--- config.mk ---
export PLATFORM = sky130hd
export DESIGN_NAME = cfsr_gen
export DESIGN_NICKNAME = d
export VERILOG_FILES = /design/src/rtl/cfsr_pkg.sv /design/src/rtl/cfsr_rst_sync.sv /design/src/rtl/cfsr_feedback.sv /design/src/rtl/cfsr_zero_splice.sv /design/src/rtl/cfsr_gen.sv
export SDC_FILE = /design/constraint.sdc
export NUM_CORES = 1
export LEC_CHECK = 0
export CELL_PAD_IN_SITES_DETAIL_PLACEMENT = 1
export CELL_PAD_IN_SITES_GLOBAL_PLACEMENT = 2
export CORE_UTILIZATION = 24
export CTS_CLUSTER_SIZE = 12
export DETAILED_ROUTE_END_ITERATION = 8
export PLACE_DENSITY_LB_ADDON = 0.1
export RECOVER_POWER = 50
export SLEW_MARGIN = 40
export SYNTH_ARGS = -nofsm -noshare
export SYNTH_HDL_FRONTEND = slang
export SYNTH_HIERARCHICAL = 1
export SYNTH_SLANG_ARGS = --single-unit
--- constraint.sdc ---
create_clock -name clk -period 0.9 [get_ports clk]
set_input_delay 0.18 -clock clk [delete_from_list [all_inputs] [get_ports clk]]
set_output_delay 0.18 -clock clk [all_outputs]
set_load 0.01 [all_outputs]
--- src/rtl/cfsr_pkg.sv ---
package cfsr_pkg;

  localparam int MAX_WIDTH = 64;

  // Primitive feedback masks for a right-shifting register: bit i set means
  // state bit i takes part in the new MSB (polynomial term x^i).
  function automatic logic [MAX_WIDTH-1:0] default_taps(input int width);
    logic [MAX_WIDTH-1:0] m;
    m = '0;
    case (width)
      2:       m = 64'h3;
      3:       m = 64'h5;
      4:       m = 64'h9;
      5:       m = 64'h9;
      6:       m = 64'h21;
      7:       m = 64'h41;
      8:       m = 64'h71;
      16:      m = 64'hA011;
      default: m = 64'h71;
    endcase
    return m;
  endfunction

endpackage

--- src/rtl/cfsr_rst_sync.sv ---
module cfsr_rst_sync (
  input  logic clk,
  input  logic rst_n,
  output logic rst_sync_n
);
  logic meta_q;

  always_ff @(posedge clk or negedge rst_n) begin
    if (!rst_n) begin
      meta_q     <= 1'b0;
      rst_sync_n <= 1'b0;
    end else begin
      meta_q     <= 1'b1;
      rst_sync_n <= meta_q;
    end
  end
endmodule

--- src/rtl/cfsr_feedback.sv ---
module cfsr_feedback #(
  parameter int               WIDTH = 8,
  parameter logic [WIDTH-1:0] TAPS  = 8'h71
) (
  input  logic [WIDTH-1:0] state_q,
  output logic             raw_fb
);
  logic [WIDTH-1:0] masked;

  for (genvar i = 0; i < WIDTH; i++) begin : g_tap
    if (TAPS[i]) begin : g_on
      assign masked[i] = state_q[i];
    end else begin : g_off
      assign masked[i] = 1'b0;
    end
  end

  assign raw_fb = ^masked;
endmodule

--- src/rtl/cfsr_zero_splice.sv ---
module cfsr_zero_splice #(
  parameter int WIDTH = 8
) (
  input  logic [WIDTH-1:0] state_q,
  input  logic             raw_fb,
  output logic             fb
);
  logic upper_clear;

  // All bits that survive the shift are zero: the state is 1 or 0.
  // Flipping the feedback there swaps their successors, folding 0 into the cycle.
  assign upper_clear = ~|state_q[WIDTH-1:1];
  assign fb          = raw_fb ^ upper_clear;
endmodule

--- src/rtl/cfsr_gen.sv ---
module cfsr_gen #(
  parameter int               WIDTH       = 8,
  parameter logic [WIDTH-1:0] TAPS        = WIDTH'(cfsr_pkg::default_taps(WIDTH)),
  parameter logic [WIDTH-1:0] RESET_VALUE = WIDTH'(1)
) (
  input  logic             clk,
  input  logic             rst_n,
  input  logic             adv_en,
  input  logic             seed_load,
  input  logic [WIDTH-1:0] seed_val,
  output logic [WIDTH-1:0] state_out
);
  localparam int KEEP = WIDTH - 1;

  logic             rst_sync_n;
  logic             raw_fb;
  logic             fb;
  logic [WIDTH-1:0] state_q;
  logic [WIDTH-1:0] state_d;
  logic             state_en;

  cfsr_rst_sync u_rst_sync (
    .clk        (clk),
    .rst_n      (rst_n),
    .rst_sync_n (rst_sync_n)
  );

  cfsr_feedback #(.WIDTH(WIDTH), .TAPS(TAPS)) u_feedback (
    .state_q (state_q),
    .raw_fb  (raw_fb)
  );

  cfsr_zero_splice #(.WIDTH(WIDTH)) u_splice (
    .state_q (state_q),
    .raw_fb  (raw_fb),
    .fb      (fb)
  );

  always_comb begin
    state_en = seed_load | adv_en;
    if (seed_load) state_d = seed_val;
    else           state_d = {fb, state_q[WIDTH-1:WIDTH-KEEP]};
  end

  always_ff @(posedge clk or negedge rst_sync_n) begin
    if (!rst_sync_n)   state_q <= RESET_VALUE;
    else if (state_en) state_q <= state_d;
  end

  assign state_out = state_q;
endmodule

Word level (Yosys, flattened, before mapping)
Index checks and enable logic that the tools add are counted.
{"block": "totals", "mem_bits_ro": 0, "latchBits": 0, "register_bits": 10, "output_inout_bits": 8, "mem_count": 0, "wordCells": 9, "mem_bits_rw": 0}
{"block": "op_classes", "muxes": 1, "div_mod_pow": 0, "magnitude_cmp": 0, "n_bitwise": 2, "reduce_logical": 3, "multipliers": 0, "add_sub_neg": 0, "shift": 0, "n_eq_ne": 0}
{"op": "$mux 8", "n": 1}
{"op": "$reduce_xor 8->1", "n": 1}
{"op": "$reduce_or 7->1", "n": 1}
{"op": "$logic_not 1->1", "n": 1}
{"op": "$or 1x1->1", "n": 1}
{"op": "$xor 1x1->1", "n": 1}

Longest topological paths before layout
{"block": "depth", "ltp_word": 4, "depth_mapped": 5}

By module
Netlist, hierarchy kept.
{"module": "cfsr_gen", "n_inst": 1, "area_per_inst_um2": 374.1, "seq_area_each_um2": 201.4, "cells_per_inst": 34}
{"module": "cfsr_rst_sync", "n_inst": 1, "area_per_inst_um2": 53.8, "seq_area_each_um2": 50.0, "cells_per_inst": 3}
{"module": "cfsr_zero_splice", "n_inst": 1, "area_per_inst_um2": 28.8, "seq_area_each_um2": 0.0, "cells_per_inst": 3}
{"module": "cfsr_feedback", "n_inst": 1, "area_per_inst_um2": 26.3, "seq_area_each_um2": 0.0, "cells_per_inst": 3}

Worst setup path after synthesis
Ideal clock, no wire load.
{"block": "synth_path", "kind": "register -> register", "startpoint": "reg state_q[5] (netlist: state_out[5])", "endpoint": "reg state_q[7] (netlist: state_out[7])", "setup_ns": 0.076, "required_ns": 0.824, "path_slack_ns": -0.643, "t_arrival_ns": 1.467, "period_less_slack_ns": 1.543, "path_stages_with_launch": 6, "cell_sequence": "dfrtp_1 or4_1 nor4_2 xor2_1 mux2i_1 o21ai_1"}
{"block": "synth_via", "elab_chain_cells": 4, "word_cells_on_any_way": 5}
{"item": "start: declaration", "line_no": "cfsr_gen.sv:18", "text": "logic [WIDTH-1:0] state_q;"}
{"item": "start signal: assignment", "line_no": "cfsr_gen.sv:47", "text": "else if (state_en) state_q <= state_d;"}
{"item": "$reduce_or 7->1", "line_no": "cfsr_zero_splice.sv:12", "text": "assign upper_clear = ~|state_q[WIDTH-1:1];"}
{"item": "$logic_not 1->1", "line_no": "cfsr_zero_splice.sv:12"}
{"item": "$xor 1x1->1 (*)", "line_no": "cfsr_zero_splice.sv:13", "text": "assign fb = raw_fb ^ upper_clear;"}
{"item": "via fb", "line_no": "cfsr_gen.sv:17", "text": "logic fb;"}
{"item": "$mux 8 (*)", "line_no": "cfsr_gen.sv:41", "text": "if (seed_load) state_d = seed_val;"}
The timed path passes the listed nets; every way through them passes the cells marked *.
A chain may end at the register's enable or synchronous reset.

Final worst setup path
Ends and elaborated chain as after synthesis.

==> impl_metrics.csv <==
group,metric,value,unit
outcome,status,"finished with violations",
timing,setup_ws,-652,ps
die,die_area,0.00220,sq mm
worst_setup_path,cp_top_family,"simple AND/OR/NAND/NOR gates",
final_layout,fin_nets,92,
clock_network,clk_pin_slew_worst_paths,70,ps
clock_network,cts.sinks,10,
synth,synth_ff_type,"dfrtp_1",
worst_setup_path,slowest_stage,"or4_1",
final_layout,antenna_cells,0,
timing,fin_crit,1550,ps
drt,post_drt_wl_per_cell,12.4,um
placed_design,place_hpwl,891,um
clock_network,clock_latency,260,ps
synth,seq_area_frac_synth,52.1,%
placed_design,post-place-ws,-599,ps
die,initial_core_util,26.8,%
pwr,p_leak,0.414,nW
drt,drcViolationCount,0,
job,max-cap-violations,0,
global_routing,antenna_found_initial,0,
drt,routed-via-count,437,
drt,drtPass1Iterations,1,
synth,synthAdderAreaFrac,0,%
worst_setup_path,required,1090,ps
die,ioPinCount,20,
global_routing,grt-ovfl-total,0,
die,core_area,0.00180,sq mm
worst_setup_path,critical_path.max_fanout,2,
die,fp.dieW,46.9,um
pwr,vdd_drop_max,0.000905,V
drt,dr.first_iter.drc_count,0,
synth,synth_mux_area_share,16.6,%
synth,synth-xor-area-share,7.25,%
timing,post-route-period-util,172,%
drt,final_antenna_net_count,0,
timing,holdWs,127,ps
worst_setup_path,start_kind,"flip-flop",
synth,syn_inst,43,
worst_setup_path,crit_type,"reg2reg",
die,die_h,46.9,um
placed_design,post-place-cells,93,
worst_setup_path,critPathBufInv,0,
clock_network,cts-hold-fix-buffers,0,
timing,clock.fmax,0.644,GHz
synth,syn_area_per_cell,11.2,sq um
synth,ys_ff_latch,10,
timing,drv_slew,0,
timing,timing.setup.tns,-2300,ps
worst_setup_path,arrival,1740,ps
pwr,power_density,1550,mW/mm^2
timing,finClkSkew,7.96,ps
final_layout,drive_gt1_share,36.7,%
worst_setup_path,max_stage_delay,540,ps
synth,synth_top_cells_by_count,"dfrtp_1, mux2i_1, nand2_1, o21ai_1",
synth,synth_cell_type_count,11,
drt,wl,1290,um
drt,routed_via_density,4.20,
synth,async_flop_share,100,%
die,rows,15,
synth,syn_area,483,sq um
synth,yosysMostFrequentCell,"dfrtp_1",
final_layout,final_cells,104,
worst_setup_path,cp_cell_sequence,"or4_1 > nor4_2 > xor2_1 > mux2i_1 > o21ai_1",
timing,hold_viol,0,
clock_network,htree_levels,1,
min_path,min_path_type,"reg2async",
clock_network,cts.path.max_buffers,2,
global_routing,grt_use_total,13.6,%
synth,syn-num-nets,55,
clock_network,cts_root_buf,"clkbuf_4",
synth,synth.top_cell.area_share,46.6,%
clock_network,cts_buffers,3,
timing,setup_viol,12,
global_routing,grt_max_degree,17,
synth,synth-edff-count,0,
final_layout,area_growth,85.5,%
synth,ys_warn_count,6,
placed_design,port_buffers,19,
worst_setup_path,end_kind,"flip-flop",
synth,synth-simple-area-share,10.4,%
outcome,violations,"setup timing",
synth,synth_top_family_by_area,"multiplexers",
synth,synth-compound-area-share,8.29,%
synth,synth_area_leader_cell,"dfrtp_1",
synth,synth_area_leaders,"dfrtp_1, mux2i_1, o21ai_1, nand2_1, dfstp_2",
timing,rsz0062_at_grt,"yes",
global_routing,grt_pass1_vias,449,
clock_network,cts_tree,"done",
placed_design,gp_congestion,0.724,
global_routing,grt_pass1_wl,1960,um
[final timing paths]
| path | start | end | slack [ps] | cells after the start |
|---|---|---|---|---|
| setup / recovery | state_out[5] | state_out[7] | -650 | 5 |
| hold / removal | u_rst_sync/rst_sync_n | state_out[5] | 130 | 0 |
| setup reg to reg | state_out[5] | state_out[7] | -650 | 5 |
| hold reg to reg | u_rst_sync/rst_sync_n | state_out[5] | 130 | 0 |
| max in group asynchronous | u_rst_sync/rst_sync_n | state_out[0] | 470 | 0 |
| min in group clk | u_rst_sync/meta_q | u_rst_sync/rst_sync_n | 360 | 0 |
[per-layer routing]
metal  part of all wire [%]  vias up  global-route usage [%]
met3                    3.3        2                    3.46
met4                   0.46        0                    6.86
met1                     44      206                    15.6
met5                      0        -                       0
met2                     52       10                    23.3
li1                       -      219                       -
[stage by stage]
stage	power (mW)	cell area [sq um]	utilization, %
finish	1.39	896	49.7
global route	1.48	896	49.7
CTS	1.43	915	50.8
detailed placement	0.956	767	42.6
global placement	0.947	767	42.6
floorplan	0.718	483	-
[state kept, by name, indices dropped and copies added, names as in the netlist]
name,flops
u_rst_sync/meta_q,1
state_out,8
u_rst_sync/rst_sync_n,1
[cell usage in the layout, fill, tap and decap left out]
cell / n
buf_12: 2
buf_4: 3
buf_6: 18
clkbuf_1: 1
clkbuf_4: 3
clkdlybuf4s50_1: 9
conb_1: 1
dfrtp_1: 9
dfstp_2: 1
dlygate4sd2_1: 1
dlygate4sd3_1: 1
mux2i_1: 7
mux2i_2: 1
nand2_1: 8
nor4_2: 1
o21ai_1: 8
or4_1: 1
xnor2_1: 2
xor2_1: 2
[logic make-up (layout without fill, tap and decap cells)]
family,count (synthesis),count (layout)
AOI/OAI and AO/OA,8,8
xor gates and xnor gates,4,4
muxes,8,8
DFF,10,10
and+or+nand+nor,10,10
buffers and inverters,2,38
other,1,1
[timing repair]
item,4_1_cts,5_1_grt
pin swaps,1,2
hold endpoints to repair,0,0
resized for setup,51,5
buffers inserted,11,2
setup endpoints to repair,16,14
[power breakdown]
group | internal (mW) | switching [mW]
sequential | 0.500 | 0.0394
clock | 0.171 | 0.152
combinational | 0.333 | 0.192
[cell type report]
class	count	area [sq um]
tap	25	31.3
clock buffer	4	26.3
sequential	10	251
multi-input combinational	31	213
fill	205	906
timing repair buffer	34	374
No activity file was read; power rests on OpenSTA's default activity.
